## config.mk

```make
export PLATFORM = sky130hd
export DESIGN_NAME = hash_irq_merge
export DESIGN_NICKNAME = d
export VERILOG_FILES = /design/src/rtl/hash_irq_pkg.sv /design/src/rtl/irq_w1c_bank.sv /design/src/rtl/irq_merge_or.sv /design/src/rtl/hash_irq_merge.sv
export SDC_FILE = /design/constraint.sdc
export NUM_CORES = 1
export LEC_CHECK = 0
export ABC_AREA = 1
export BUFFER_PORTS_ARGS = -buffer_cell sky130_fd_sc_hd__buf_2
export CAP_MARGIN = 10
export CORE_ASPECT_RATIO = 2
export CORE_UTILIZATION = 33
export CTS_BUF_LIST = sky130_fd_sc_hd__clkbuf_4 sky130_fd_sc_hd__clkbuf_8
export CTS_CLUSTER_SIZE = 10
export DETAILED_ROUTE_END_ITERATION = 10
export GPL_TIMING_DRIVEN = 0
export PLACE_DENSITY = 0.66
export REMOVE_ABC_BUFFERS = 1
export SYNTH_ARGS = -nofsm -noshare
export SYNTH_HDL_FRONTEND = slang
export SYNTH_SLANG_ARGS = --single-unit
export TNS_END_PERCENT = 5
```

## constraint.sdc

```tcl
create_clock -name clk -period 0.9 [get_ports clk]
set_clock_uncertainty 0.2 [all_clocks]
set_input_delay 0.045 -clock clk [delete_from_list [all_inputs] [get_ports clk]]
set_output_delay 0.045 -clock clk [all_outputs]
set_load 0.02 [all_outputs]
```

## src/rtl/hash_irq_pkg.sv

```systemverilog
package hash_irq_pkg;

  localparam int HASH_BITS = 4;
  localparam int DMA_BITS  = 9;

  typedef enum logic [2:0] {
    SEL_HASH_STAT = 3'd0,
    SEL_HASH_EN   = 3'd1,
    SEL_DMA_STAT  = 3'd2,
    SEL_DMA_EN    = 3'd3,
    SEL_DMA_GATE  = 3'd4
  } cfg_sel_e;

  localparam logic [HASH_BITS-1:0] HASH_DONE_M  = 4'b0100;
  localparam logic [HASH_BITS-1:0] HASH_ERR_M   = 4'b1011;
  localparam logic [HASH_BITS-1:0] HASH_VALID_M = HASH_DONE_M | HASH_ERR_M;

  localparam logic [DMA_BITS-1:0]  DMA_DONE_M   = 9'h001;
  localparam logic [DMA_BITS-1:0]  DMA_ERR_M    = 9'h1FC;
  localparam logic [DMA_BITS-1:0]  DMA_VALID_M  = DMA_DONE_M | DMA_ERR_M;

endpackage

```

## src/rtl/irq_w1c_bank.sv

```systemverilog
module irq_w1c_bank #(
  parameter int           W       = 4,
  parameter logic [W-1:0] VALID_M = '1,
  parameter logic [W-1:0] DONE_M  = '0,
  parameter logic [W-1:0] ERR_M   = '1
) (
  input  logic         clk,
  input  logic         rst_n,
  input  logic [W-1:0] evt_i,
  input  logic         clr_we_i,
  input  logic         en_we_i,
  input  logic [W-1:0] wdata_i,
  output logic [W-1:0] stat_o,
  output logic         done_pend_o,
  output logic         err_pend_o
);

  logic [W-1:0] st_q, en_q, clr_vec, st_d, pend;

  assign clr_vec = clr_we_i ? wdata_i : '0;
  // an event wins over a clear of the same bit
  assign st_d    = ((st_q & ~clr_vec) | evt_i) & VALID_M;

  always_ff @(posedge clk or negedge rst_n) begin
    if (!rst_n) begin
      st_q <= '0;
      en_q <= '0;
    end else begin
      st_q <= st_d;
      if (en_we_i) en_q <= wdata_i & VALID_M;
    end
  end

  assign pend        = st_q & en_q;
  assign stat_o      = st_q;
  assign done_pend_o = |(pend & DONE_M);
  assign err_pend_o  = |(pend & ERR_M);


  sticky_chk: assert property (@(posedge clk) disable iff (!rst_n)
    1'b1 |=> (($past(st_q) & ~$past(clr_vec) & ~st_q) == '0));


  evt_latch_chk: assert property (@(posedge clk) disable iff (!rst_n)
    1'b1 |=> ((st_q & $past(evt_i & VALID_M)) == $past(evt_i & VALID_M)));


  clr_chk: assert property (@(posedge clk) disable iff (!rst_n)
    1'b1 |=> ((st_q & $past(clr_vec & ~evt_i)) == '0));

endmodule

```

## src/rtl/irq_merge_or.sv

```systemverilog
module irq_merge_or (
  input  logic h_done_i,
  input  logic h_err_i,
  input  logic d_done_i,
  input  logic d_err_i,
  input  logic d_gate_i,
  output logic done_o,
  output logic err_o,
  output logic irq_o
);

  logic d_done_g, d_err_g;

  assign d_done_g = d_done_i & d_gate_i;
  assign d_err_g  = d_err_i  & d_gate_i;
  assign done_o   = h_done_i | d_done_g;
  assign err_o    = h_err_i  | d_err_g;
  assign irq_o    = done_o | err_o;

endmodule

```

## src/rtl/hash_irq_merge.sv

```systemverilog
module hash_irq_merge
  import hash_irq_pkg::*;
#(
  parameter int DATA_W = 32
) (
  input  logic                 clk,
  input  logic                 rst_n,
  input  logic [HASH_BITS-1:0] hash_evt_i,
  input  logic [DMA_BITS-1:0]  dma_evt_i,
  input  logic                 cfg_we_i,
  input  logic [2:0]           cfg_sel_i,
  input  logic [DATA_W-1:0]    cfg_wdata_i,
  output logic [HASH_BITS-1:0] hash_stat_o,
  output logic [DMA_BITS-1:0]  dma_stat_o,
  output logic                 irq_o,
  output logic                 done_o,
  output logic                 err_o
);

  logic h_clr_we, h_en_we, d_clr_we, d_en_we, gate_we;
  logic gate_q;
  logic h_done, h_err, d_done, d_err;
  logic unused_wdata;

  assign unused_wdata = ^cfg_wdata_i[DATA_W-1:DMA_BITS];

  always_comb begin
    h_clr_we = 1'b0;
    h_en_we  = 1'b0;
    d_clr_we = 1'b0;
    d_en_we  = 1'b0;
    gate_we  = 1'b0;
    if (cfg_we_i) begin
      case (cfg_sel_e'(cfg_sel_i))
        SEL_HASH_STAT: h_clr_we = 1'b1;
        SEL_HASH_EN:   h_en_we  = 1'b1;
        SEL_DMA_STAT:  d_clr_we = 1'b1;
        SEL_DMA_EN:    d_en_we  = 1'b1;
        SEL_DMA_GATE:  gate_we  = 1'b1;
        default:       ;
      endcase
    end
  end

  always_ff @(posedge clk or negedge rst_n) begin
    if (!rst_n)       gate_q <= 1'b0;
    else if (gate_we) gate_q <= cfg_wdata_i[0];
  end

  irq_w1c_bank #(
    .W(HASH_BITS), .VALID_M(HASH_VALID_M), .DONE_M(HASH_DONE_M), .ERR_M(HASH_ERR_M)
  ) u_hash_bank (
    .clk(clk), .rst_n(rst_n), .evt_i(hash_evt_i),
    .clr_we_i(h_clr_we), .en_we_i(h_en_we), .wdata_i(cfg_wdata_i[HASH_BITS-1:0]),
    .stat_o(hash_stat_o), .done_pend_o(h_done), .err_pend_o(h_err)
  );

  irq_w1c_bank #(
    .W(DMA_BITS), .VALID_M(DMA_VALID_M), .DONE_M(DMA_DONE_M), .ERR_M(DMA_ERR_M)
  ) u_dma_bank (
    .clk(clk), .rst_n(rst_n), .evt_i(dma_evt_i),
    .clr_we_i(d_clr_we), .en_we_i(d_en_we), .wdata_i(cfg_wdata_i[DMA_BITS-1:0]),
    .stat_o(dma_stat_o), .done_pend_o(d_done), .err_pend_o(d_err)
  );

  irq_merge_or u_merge (
    .h_done_i(h_done), .h_err_i(h_err), .d_done_i(d_done), .d_err_i(d_err),
    .d_gate_i(gate_q), .done_o(done_o), .err_o(err_o), .irq_o(irq_o)
  );


  dma_gate_chk: assert property (@(posedge clk) disable iff (!rst_n)
    (!gate_q && !h_done && !h_err) |-> !irq_o);


  irq_src_chk: assert property (@(posedge clk) disable iff (!rst_n)
    irq_o |-> (h_done || h_err || d_done || d_err));


  dma_rsvd_chk: assert property (@(posedge clk) disable iff (!rst_n)
    dma_evt_i[1] |=> !dma_stat_o[1]);

endmodule

```

## Word level (Yosys, flattened, before mapping)

Cells that the tools add are included.

| cells by class | value |
|---|---|
| add/sub/neg operators | 0 |
| magnitude comparators | 0 |
| shift operators | 0 |
| reduce and logical (&&, ||, !) cells | 3 |
| equal/unequal tests | 4 |
| mux-type cells | 12 |
| $mul | 0 |
| bitwise logic cells | 13 |
| div/mod/pow operators | 0 |

Operators by type and width:

| cell | count |
|---|---|
| $and 9x9->9 | 2 |
| $mux 1 | 10 |
| $mux 9 | 1 |
| $not 9->9 | 1 |
| $or 9x9->9 | 1 |
| $and 4x4->4 | 2 |
| $reduce_or 7->1 | 1 |
| $eq 3x2->1 const B | 2 |
| $mux 4 | 1 |
| $not 4->4 | 1 |
| $or 4x4->4 | 1 |
| $eq 3x1->1 const B | 1 |
| $eq 3x3->1 const B | 1 |
| $logic_not 3->1 | 1 |
| $or 1x1->1 | 3 |
| $reduce_or 3->1 | 1 |
| $and 1x1->1 | 2 |

| storage, ports and cells | value |
|---|---|
| input bits | 51 |
| memories | 0 |
| logic and storage cells | 37 |
| bits in read-only memories | 0 |
| memory bits (writable) | 0 |
| register bits after elaboration | 25 |
| output and inout bits | 16 |
| latch bits | 0 |

## Depth between registers and ports, before layout

Gate-level depths: netlist (run 1).

| depth | value |
|---|---|
| depth in word-level cells | 7 |
| gate-level depth with buffers | 6 |
| gate-level depth less buffers | 6 |

## Hierarchy

A second synthesis (run 1) with hierarchy kept.

| second synthesis, totals | value |
|---|---|
| cell total of the unflattened synthesis | 139 |
| area, all modules | 1128.6 um^2 |

By module, submodules not included:

| module | cells each | sequential area each (um^2) | times used | area each (um^2) |
|---|---|---|---|---|
| irq_w1c_bank (u_dma_bank) | 76 | 400.4 | 1 | 678.2 |
| irq_w1c_bank (u_hash_bank) | 42 | 200.2 | 1 | 334.1 |
| hash_irq_merge | 16 | 25.0 | 1 | 87.6 |
| irq_merge_or | 5 | 0.0 | 1 | 28.8 |

## Least setup slack after synthesis (run 1)

No wires, ideal clock.

| path | value |
|---|---|
| path kind | flip-flop to output port |
| start | reg u_hash_bank.st_q[2] (netlist: u_hash_bank.stat_o[2]) |
| end | out irq_o |
| stages on the path, launching flop included | 5 |
| buffers on the path | 0 |
| path slack | -0.701 ns |
| data required time | 0.655 ns |
| arrival time | 1.356 ns |
| cells stage by stage | dfrtp_1 -> inv_1 -> o21ai_0 -> inv_1 -> nand3_1 |

| on the way | value |
|---|---|
| cells in the longest elaborated chain, start to end | 3 |

RTL lines:

| what | line | source |
|---|---|---|
| start, declared | irq_w1c_bank.sv:18 | `logic [W-1:0] st_q, en_q, clr_vec, st_d, pend;` |
| start signal, assigned | irq_w1c_bank.sv:29 | `st_q <= st_d;` |
| $and 4x4->4 | irq_w1c_bank.sv:34 | `assign pend = st_q & en_q;` |
| $or 1x1->1 | irq_merge_or.sv:16 | `assign done_o = h_done_i \| d_done_g;` |
| via done_o | hash_irq_merge.sv:16 | `output logic done_o,` |
| $or 1x1->1 | irq_merge_or.sv:18 | `assign irq_o = done_o \| err_o;` |
| end, declared | hash_irq_merge.sv:15 | `output logic irq_o,` |

The timed path passes the listed nets, and every way through them passes these cells.

## Worst setup path after layout (run 1)

| path | value |
|---|---|
| start | reg u_dma_bank.en_q[3] |
| end | out err_o |

| on the way | value |
|---|---|
| cells in the longest elaborated chain, start to end | 4 |

RTL lines:

| what | line | source |
|---|---|---|
| start, declared | irq_w1c_bank.sv:18 |  |
| start signal, assigned | irq_w1c_bank.sv:30 | `if (en_we_i) en_q <= wdata_i & VALID_M;` |
| $and 9x9->9 | irq_w1c_bank.sv:34 |  |
| $reduce_or 7->1 | irq_w1c_bank.sv:37 | `assign err_pend_o = \|(pend & ERR_M);` |
| $and 1x1->1 | irq_merge_or.sv:15 | `assign d_err_g = d_err_i & d_gate_i;` |
| $or 1x1->1 | irq_merge_or.sv:17 | `assign err_o = h_err_i \| d_err_g;` |
| end, declared | hash_irq_merge.sv:17 | `output logic err_o` |

No other way between the ends.

==> results of run 1 <==
-- sequential cells by signal (all words and copies together), names as in the netlist --
signal,count
gate_q,1
u_dma_bank.en_q,8
u_dma_bank.stat_o,8
u_hash_bank.en_q,4
u_hash_bank.stat_o,4
-- cell type report --
class	count	area (um^2)
Fill cell	309	1600
Timing Repair Buffer	57	388
Multi-Input combinational cell	80	432
Inverter	25	93.8
Clock buffer	4	48.8
Tap cell	31	38.8
Sequential cell	25	626
-- what timing repair did --
action / CTS / global route
buffers inserted: 2 / 1
endpoints found under the setup margin: 15 / 26
hold endpoints to repair: 50 / 45
pin swaps: 2 / 7
resized for setup: 10 / 8
-- power breakdown --
| part | internal, mW | switching, mW |
|---|---|---|
| combinational | 0.307 | 0.348 |
| sequential | 1.24 | 0.0699 |
| clock | 0.346 | 0.332 |
-- cells in the mapped netlist, drive strengths merged --
cell type | count | share of area, %
o21bai | 1 | 0.66
nand2 | 41 | 13
dfrtp | 25 | 55
inv | 25 | 8.2
buf | 2 | 1.6
conb | 1 | 0.33
nand3b | 2 | 2.0
nor2 | 5 | 2.3
nand3 | 4 | 2.8
a21oi | 1 | 0.44
o21ai | 25 | 14
-- metrics by stage --
| step | area (um^2) | instances |
|---|---|---|
| after floorplan | 1130 | 130 |
| after global placement | 1370 | 202 |
| after detailed placement | 1370 | 202 |
| after CTS | 1590 | 221 |
| after global routing | 1630 | 222 |
| final | 1630 | 222 |
-- cells by family (layout without fill, tap and decap cells) --
group | count (synthesis) | in the layout
flops | 25 | 25
buf+inv | 27 | 86
simple gates | 52 | 52
compound gates | 27 | 27
other cells | 1 | 1
-- how the worst min path moves through the flow --
stage / startpoint / to / slack, ps / cells after the start
2_1_floorplan: rst_n / gate_q / -450 / 0
3_3_place_gp: rst_n / u_dma_bank.stat_o[3] / -130 / 1
3_5_place_dp: rst_n / u_dma_bank.stat_o[3] / -130 / 1
4_1_cts: rst_n / u_dma_bank.stat_o[3] / -430 / 1
5_1_grt: rst_n / u_dma_bank.stat_o[3] / -400 / 1
6_report: rst_n / u_hash_bank.stat_o[3] / -440 / 1
-- layout by cell type, fill, tap and decap left out, types with 2 or more instances in the layout --
master | synthesis | layout
clkbuf_8 | 0 | 3
buf_6 | 1 | 4
nor2_1 | 4 | 3
nand2_2 | 0 | 2
o21ai_2 | 8 | 9
nand2_1 | 41 | 39
dlygate4sd3_1 | 0 | 11
buf_2 | 0 | 37
inv_1 | 24 | 24
buf_4 | 1 | 3
nand3_1 | 3 | 2
dlymetal6s4s_1 | 0 | 2
o21ai_1 | 14 | 15
dfrtp_1 | 25 | 25
-- critical path: stages (launching register included) --
cell and delay, ps:
dfrtp_1 390, nand2_1 70, nand2_1 60, nor2_2 110
nand2_1 80, nand2_2 80, nand2_1 70, buf_6 140
-- layer usage --
| metal | vias to the layer above | GRT usage [%] |
|---|---|---|
| met2 | 35 | 28.1 |
| met5 | - | 0 |
| met3 | 4 | 1.28 |
| met4 | 0 | 6.53 |
| li1 | 520 | - |
| met1 | 471 | 16.2 |
==> flow_metrics.py, run 1 <==
metrics = {
    "status": {
        "run_status": "finished, violations left",
        "violations": "DRC, hold timing, setup timing",
    },
    "synth": {
        "compound_gate_portion_of_the_synthesized_area_pct": 14.6,
        "postSynthCellCount": 132,
        "yosys.cell_types.count": 17,
        "synthXorXnorAreaFrac_pct": 0,
        "ys_warn_count": 0,
        "syn_std_cell_area_mm2": 0.00114,
        "yosys-mux-area-fraction_pct": 0,
        "synth.avg_cell_area_um2": 8.67,
        "synth_top_family_by_area": "simple AND/OR/NAND/NOR gates",
        "synth_fa_ha_area_share_pct": 0,
        "synth_simple_gate_area_share_pct": 20.5,
        "ys_seq_area_share_pct": 54.6,
        "total_of_flip_flops_plus_latches_after_synthesis": 25,
    },
    "die": {
        "chipWidth_um": 43.7,
        "io_pins": 67,
        "design.core.area_mm2": 0.00323,
        "die_height_um": 85.3,
        "fp.dieArea_mm2": 0.00372,
        "rows": 29,
        "initial_utilization_pct": 35.5,
    },
    "power_and_ir_drop": {
        "design_power_total_mw": 2.65,
        "worst_ir_drop_vdd_v": 0.00112,
        "p_per_area_mw_per_mm2": 1630,
        "power.leakage_nw": 0.860,
    },
    "worst_setup_path": {
        "worstSetupEndpointType": "output pin",
        "worst-setup-path-type": "reg2out",
        "setup.worst_path.start_class": "flip-flop",
        "setup.reg_to_reg.worst_slack_ps": -70,
        "timing.critical_path.arrival_ps": 1260,
        "rr_startpoint": "u_dma_bank.stat_o[3]",
        "crit_path_start": "u_dma_bank.en_q[3]",
        "worstSetupEndpoint": "err_o",
        "worst-r2r-cell-count": 3,
        "timing.critical_path.required_ps": 650,
        "worst-path-max-fanout": 2,
        "timing.rr.end": "u_dma_bank.stat_o[3]",
    },
    "global_routing": {
        "grt_first_pass_wirelength_mm": 4.38,
        "grt_util_all_layers_pct": 15.1,
        "grt_start_max_net_pins": 26,
        "grt_antenna_before_repair": 0,
        "grt_pass1_vias": 1108,
        "globalRouteOverflowTotal": 0,
    },
    "cts": {
        "tritoncts.num_buffers": 3,
        "clock-sinks": 25,
        "cts_buffer_depth": 2,
        "path_clk_slew_ps": 90,
        "tritoncts_clock_tree": "done",
        "hold_buffers": 13,
        "ctsHtreeMaxLevel": 1,
        "clk_latency_ps": 260,
        "root_buffer": "clkbuf_8",
    },
    "layout": {
        "num_antenna_cells": 0,
        "finish.utilization_pct": 50.4,
        "flow.area_growth_from_synthesis_pct": 42.1,
        "drive_above_1_share_pct": 34.6,
        "finish.net_count": 243,
    },
    "sta": {
        "timing.setup.tns_ps": -3980,
        "final_hold_vio_count": 48,
        "worst_pin_slew_ps": 549,
        "setup_viol": 18,
        "whs_ps": -444,
        "timing.slew.headroom_pct": 63.4,
        "finalCritPeriodShare_pct": 167,
        "unrepaired_setup_endpoints_after_global_routing": "yes",
        "fmaxAchievable_ghz": 0.666,
        "worst_slack_ps": -602,
        "final_critical_path_time_including_i_o_delays_and_setup_ps": 1500,
        "maxSlewViolCount": 0,
    },
    "placement": {
        "io_buffer_count": 41,
        "gpl.final_weighted_congestion": 0.640,
        "preCtsSetupSlack_ps": -371,
        "detailed_placement_hpwl_mm": 1.77,
    },
    "drt": {
        "detailedRoute.firstPassIterationCount": 7,
        "via_per_inst": 4.64,
        "ant_nets": 0,
        "drc": 1,
        "dr.max_layer_used": "met4",
        "avgRoutedWirePerCell_um": 11.1,
        "first_iter_violations": 25,
        "route.final.wire_length_mm": 2.46,
        "route.met2.wl_mm": 1.37,
        "routed-via-count": 1030,
        "met3_wire_length_um": 89,
        "wl_met1_um": 942,
    },
    "flow_run": {
        "drv.max_cap_violation_count": 0,
    },
    "worst_hold_path": {
        "min-delay-path-class": "in2async",
    },
}
Power figures use the tool's default switching activity.
==> run 2, diff against run 1 <==
--- a/config.mk
+++ b/config.mk
@@ -18,5 +18,6 @@
 export REMOVE_ABC_BUFFERS = 1
 export SYNTH_ARGS = -nofsm -noshare
 export SYNTH_HDL_FRONTEND = slang
+export SYNTH_HIERARCHICAL = 1
 export SYNTH_SLANG_ARGS = --single-unit
 export TNS_END_PERCENT = 5
==> flow_metrics.py, run 2 <==
metrics = {
    "status": {
        "run_status": "finished, violations left",
        "violations": "DRC, hold timing, setup timing",
    },
    "drt": {
        "first_iter_violations": 21,
        "drc": 2,
        "ant_nets": 0,
        "detailedRoute.firstPassIterationCount": 7,
        "route.final.wire_length_mm": 2.81,
        "avgRoutedWirePerCell_um": 12.0,
        "via_per_inst": 4.59,
        "routed-via-count": 1078,
    },
    "global_routing": {
        "grt_start_max_net_pins": 26,
        "globalRouteOverflowTotal": 0,
        "grt_antenna_before_repair": 0,
        "grt_util_all_layers_pct": 16.6,
        "grt_pass1_vias": 1132,
        "grt_first_pass_wirelength_mm": 4.58,
    },
    "worst_setup_path": {
        "timing.critical_path.required_ps": 650,
        "critical_path.most_common_cell": "nand2_1",
        "setup.worst_path.start_class": "flip-flop",
        "worst-path-max-fanout": 2,
        "crit_path_max_incr_delay_ps": 400,
        "cpLargestDelayFamily": "flip-flops",
        "slowest_stage": "dfrtp_1",
        "setup.reg_to_reg.worst_slack_ps": -110,
        "timing.rr.end": "u_dma_bank/stat_o[8]",
        "worstSetupEndpointType": "output pin",
        "worst-r2r-cell-count": 2,
        "timing.critical_path.arrival_ps": 1360,
        "rr_startpoint": "u_dma_bank/stat_o[8]",
        "worstPathBufferInverterCount": 2,
        "worst-setup-path-type": "reg2out",
        "timing.critical_path.cells": "nand2_1 -> nand2_1 -> nor2_2 -> nand2_1 -> a21oi_2 -> inv_1 -> buf_2",
    },
    "flow_run": {
        "drv.max_cap_violation_count": 0,
    },
    "cts": {
        "path_clk_slew_ps": 90,
        "ctsHtreeMaxLevel": 1,
        "root_buffer": "clkbuf_8",
        "clk_latency_ps": 270,
        "tritoncts_clock_tree": "done",
        "hold_buffers": 18,
        "clock-sinks": 25,
        "tritoncts.num_buffers": 3,
        "cts_buffer_depth": 2,
    },
    "die": {
        "fp.dieArea_mm2": 0.00367,
        "chipWidth_um": 43.4,
        "initial_utilization_pct": 34.9,
        "die_height_um": 84.7,
        "design.core.area_mm2": 0.00323,
        "rows": 29,
        "io_pins": 67,
    },
    "layout": {
        "mostFrequentLayoutCells": "nand2_1, buf_2, dfrtp_1",
        "finish.net_count": 256,
        "num_antenna_cells": 0,
        "drive_above_1_share_pct": 30.9,
        "flow.area_growth_from_synthesis_pct": 51.4,
        "layout_commonest_cell": "nand2_1",
    },
    "synth": {
        "number_of_enable_type_register_cells_in_the_synthesized_netlist": 0,
        "synthDominantCellAreaShare_pct": 55.4,
        "postSynthCellCount": 139,
        "synthDominantAreaCellType": "dfrtp_1",
        "ys.flop_type": "dfrtp_1",
        "synth.avg_cell_area_um2": 8.12,
        "ys_seq_area_share_pct": 55.4,
        "post_synth_main_area_contributors": "dfrtp_1, nand2_1, inv_1",
        "async_reset_ff_share_pct": 100,
        "synth.most_common_cell": "nand2_1",
        "total_of_flip_flops_plus_latches_after_synthesis": 25,
        "yosys.cell_types.count": 14,
        "netlist_top_cells_count": "nand2_1, dfrtp_1, inv_1",
        "syn_std_cell_area_mm2": 0.00113,
        "ys_warn_count": 6,
    },
    "power_and_ir_drop": {
        "p_per_area_mw_per_mm2": 1550,
        "power_frac_comb_pct": 23.0,
        "design_power_total_mw": 2.64,
        "power.internal_mw": 1.87,
        "power_switching_uw": 769,
        "worst_ir_drop_vdd_v": 0.00109,
        "power.leakage_nw": 0.839,
        "seq_power_share_pct": 50.2,
        "clkPwrFrac_pct": 26.8,
        "p_sw_share_pct": 29.1,
    },
    "sta": {
        "worst_slack_ps": -703,
        "timing.slew.headroom_pct": 61.0,
        "final_hold_vio_count": 49,
        "fmaxAchievable_ghz": 0.624,
        "whs_ps": -441,
        "final_critical_path_time_including_i_o_delays_and_setup_ps": 1600,
        "setup_viol": 28,
        "unrepaired_setup_endpoints_after_global_routing": "yes",
        "worst_pin_slew_ps": 583,
        "finalCritPeriodShare_pct": 178,
        "maxSlewViolCount": 0,
    },
    "placement": {
        "io_buffer_count": 41,
        "detailed_placement_hpwl_mm": 1.77,
        "preCtsSetupSlack_ps": -945,
        "gpl.final_weighted_congestion": 0.674,
    },
    "worst_hold_path": {
        "min-delay-path-class": "in2async",
    },
}
[run 2: power groups by stage]
stage | Clock, mW | Combinational [mW] | Sequential [mW]
after global placement | 0 | 0.459 | 1.35
after CTS | 0.728 | 0.579 | 1.33
final | 0.708 | 0.607 | 1.33
after detailed placement | 0 | 0.470 | 1.35
after floorplan | 0 | 0.272 | 1.35
after global routing | 0.763 | 0.684 | 1.35
[run 2: stage by stage]
step / TNS [ps] / instances / utilization, % / cell area (um^2) / hold WS (ps)
final: -4960 / 235 / 52.9 / 1710 / -441
after global routing: -6630 / 235 / 52.9 / 1710 / -405
after CTS: -4910 / 232 / 51.5 / 1660 / -418
after detailed placement: -17320 / 208 / 41.9 / 1350 / -123
after global placement: -20830 / 208 / 41.8 / 1350 / -128
after floorplan: -8160 / 136 / - / 1100 / -451
[run 2: timing repair]
| action | in CTS | in global routing |
|---|---|---|
| setup buffers | 2 | 3 |
| endpoints found under the hold margin | 50 | 47 |
| pin swaps | 11 | 12 |
| gates resized for setup | 25 | 11 |
| endpoints found under the setup margin | 39 | 35 |
[run 2: logic make-up after synthesis]
group / synth area share [%]
and+or+nand+nor: 21.6
buffers and inverters: 10.4
DFF: 55.4
AOI/OAI and AO/OA: 12.2
other: 0.332
[run 2: final cells by class]
type,count,area (um^2)
Timing Repair Buffer,64,458
Sequential cell,25,626
Tap cell,31,38.8
Inverter,25,101
Clock buffer,4,48.8
Fill cell,305,1520
Multi-Input combinational cell,86,437
[run 2: worst max-delay path by stage]
stage,to,cells past startpoint,slack (ps),start
4_1_cts,irq_o,7,-700,u_dma_bank/en_q[4]
5_1_grt,irq_o,7,-820,u_dma_bank/stat_o[6]
3_3_place_gp,u_dma_bank/en_q[7],5,-1140,cfg_sel_i[2]
2_1_floorplan,u_dma_bank/en_q[0],4,-550,cfg_sel_i[2]
3_5_place_dp,u_dma_bank/stat_o[6],6,-950,cfg_sel_i[2]
6_report,err_o,7,-700,u_dma_bank/stat_o[3]
[run 2: per-layer routing]
| metal | global-route usage (%) | up-vias | part of all wire (%) |
|---|---|---|---|
| li1 | - | 548 | - |
| met1 | 17.5 | 498 | 39 |
| met2 | 31.8 | 30 | 57 |
| met3 | 1.29 | 2 | 3.2 |
| met4 | 6.82 | 0 | 0.78 |
| met5 | 0 | - | 0 |
==> run 3, diff against run 2 <==
--- a/config.mk
+++ b/config.mk
@@ -13,7 +13,6 @@
 export CTS_BUF_LIST = sky130_fd_sc_hd__clkbuf_4 sky130_fd_sc_hd__clkbuf_8
 export CTS_CLUSTER_SIZE = 10
 export DETAILED_ROUTE_END_ITERATION = 10
-export GPL_TIMING_DRIVEN = 0
 export PLACE_DENSITY = 0.66
 export REMOVE_ABC_BUFFERS = 1
 export SYNTH_ARGS = -nofsm -noshare
==> flow_metrics.py, run 3 (synthesized netlist as in run 2, its figures left out) <==
metrics = {
    "status": {
        "run_status": "finished, violations left",
        "violations": "DRC, hold timing, setup timing",
    },
    "drt": {
        "ant_nets": 0,
        "routed-via-count": 1133,
        "detailedRoute.firstPassIterationCount": 7,
        "via_per_inst": 4.57,
        "first_iter_violations": 27,
        "avgRoutedWirePerCell_um": 11.6,
        "drc": 2,
        "route.final.wire_length_mm": 2.87,
    },
    "power_and_ir_drop": {
        "power.leakage_nw": 0.927,
        "power.internal_mw": 1.88,
        "p_per_area_mw_per_mm2": 1440,
        "p_sw_share_pct": 27.9,
        "power_frac_comb_pct": 22.8,
        "design_power_total_mw": 2.60,
        "worst_ir_drop_vdd_v": 0.00106,
        "clkPwrFrac_pct": 26.1,
        "power_switching_uw": 724,
        "seq_power_share_pct": 51.1,
    },
    "cts": {
        "root_buffer": "clkbuf_8",
        "clk_latency_ps": 260,
        "tritoncts.num_buffers": 3,
        "hold_buffers": 18,
        "clock-sinks": 25,
        "path_clk_slew_ps": 80,
        "cts_buffer_depth": 2,
        "ctsHtreeMaxLevel": 1,
        "postCtsSetupBuffers": 0,
        "tritoncts_clock_tree": "done",
    },
    "global_routing": {
        "grt_util_all_layers_pct": 17.2,
        "grt_first_pass_wirelength_mm": 4.75,
        "grt_antenna_before_repair": 0,
        "globalRouteOverflowTotal": 0,
        "grt_pass1_vias": 1153,
        "grt_start_max_net_pins": 26,
    },
    "worst_setup_path": {
        "worst-setup-path-type": "reg2out",
        "worstSetupEndpointType": "output pin",
        "crit_path_max_incr_delay_ps": 400,
        "slowest_stage": "dfrtp_1",
        "setup.worst_path.start_class": "flip-flop",
        "timing.critical_path.required_ps": 650,
        "critical_path.most_common_cell": "nand2_1",
        "worst-path-max-fanout": 2,
        "timing.critical_path.cells": "nand2_1 -> nand2_1 -> nor2_1 -> nand2_1 -> a21oi_2 -> nand2_1 -> buf_2",
        "timing.critical_path.arrival_ps": 1360,
    },
    "sta": {
        "maxSlewViolCount": 0,
        "unrepaired_setup_endpoints_after_global_routing": "yes",
        "finalCritPeriodShare_pct": 179,
        "final_critical_path_time_including_i_o_delays_and_setup_ps": 1610,
        "whs_ps": -174,
        "fmaxAchievable_ghz": 0.621,
        "worst_slack_ps": -709,
        "setup_viol": 26,
        "final_hold_vio_count": 23,
    },
    "worst_hold_path": {
        "min-delay-path-class": "in2reg",
    },
    "placement": {
        "dpl.cell_count": 226,
        "detailed_placement_hpwl_mm": 1.99,
        "gpl.final_weighted_congestion": 0.730,
        "io_buffer_count": 41,
    },
    "layout": {
        "mostFrequentLayoutCells": "nand2_1, buf_2, dfrtp_1",
        "layout_commonest_cell": "nand2_1",
        "finish.net_count": 269,
        "flow.area_growth_from_synthesis_pct": 60.4,
        "drive_above_1_share_pct": 33.2,
        "layoutNonFillerInstCount": 248,
        "num_antenna_cells": 0,
    },
    "die": {
        "fp.dieArea_mm2": 0.00367,
        "rows": 29,
        "io_pins": 67,
        "chipWidth_um": 43.4,
        "die_height_um": 84.7,
        "initial_utilization_pct": 34.9,
        "design.core.area_mm2": 0.00323,
    },
    "flow_run": {
        "drv.max_cap_violation_count": 0,
    },
}
run 3: per-stage QoR:
stage | setup slack, ps | hold WS, ps | TNS [ps] | util, % | area, um^2
floorplan | -548 | -451 | -8160 | - | 1100
global placement | -381 | -207 | -6260 | 46.3 | 1500
detailed placement | -400 | -206 | -6660 | 46.3 | 1500
CTS | -679 | -159 | -5720 | 54.7 | 1770
global route | -782 | -139 | -6290 | 56.1 | 1810
finish | -709 | -174 | -5420 | 56.1 | 1810
run 3: path summary, 6_finish.rpt:
check                                     start               endpoint  slack [ps]  cells after the start
hold reg to reg             u_hash_bank/en_q[1]    u_hash_bank/en_q[1]         310                      2
setup / recovery           u_dma_bank/stat_o[2]                  irq_o        -710                      7
min in group asynchronous                 rst_n  u_hash_bank/stat_o[3]          40                      3
max in group asynchronous                 rst_n    u_hash_bank/en_q[2]         310                      3
setup reg to reg           u_dma_bank/stat_o[0]   u_dma_bank/stat_o[0]         -80                      2
hold / removal                   cfg_wdata_i[4]     u_dma_bank/en_q[4]        -170                      3
run 3: what timing repair did:
action,in CTS,in global routing
pin swaps,7,2
endpoints found under the hold margin,50,19
endpoints found under the setup margin,26,36
resized for setup,11,27
cloned,0,0
run 3: final cells by class:
type	instances	area, um^2
fill	307	1420
timing repair buffer	77	611
sequential	25	626
tap	31	38.8
multi-input combinational	86	393
inverter	25	93.8
clock buffer	4	48.8
run 3: power groups by stage:
stage               clock [mW]  sequential, mW  combinational [mW]
finish                   0.679            1.33               0.592
global route             0.714            1.34               0.666
CTS                      0.690            1.33               0.576
detailed placement           0            1.35               0.507
global placement             0            1.34               0.501
floorplan                    0            1.35               0.272
run 3: worst max-delay path: cells and delay by family (launching register included):
| kind | cells | cell delay, ps |
|---|---|---|
| buffers and inverters | 1 | 160 |
| AO/OA/AOI/OAI | 1 | 180 |
| AND/OR/NAND/NOR | 5 | 360 |
| flip-flops | 1 | 400 |
run 3: layer usage:
layer,vias to the layer above,wire length [um],track usage (%)
met3,4,99,1.29
met1,519,1020,17.5
met5,-,0,0
met4,0,39,5.97
li1,576,-,-
met2,34,1710,34.2
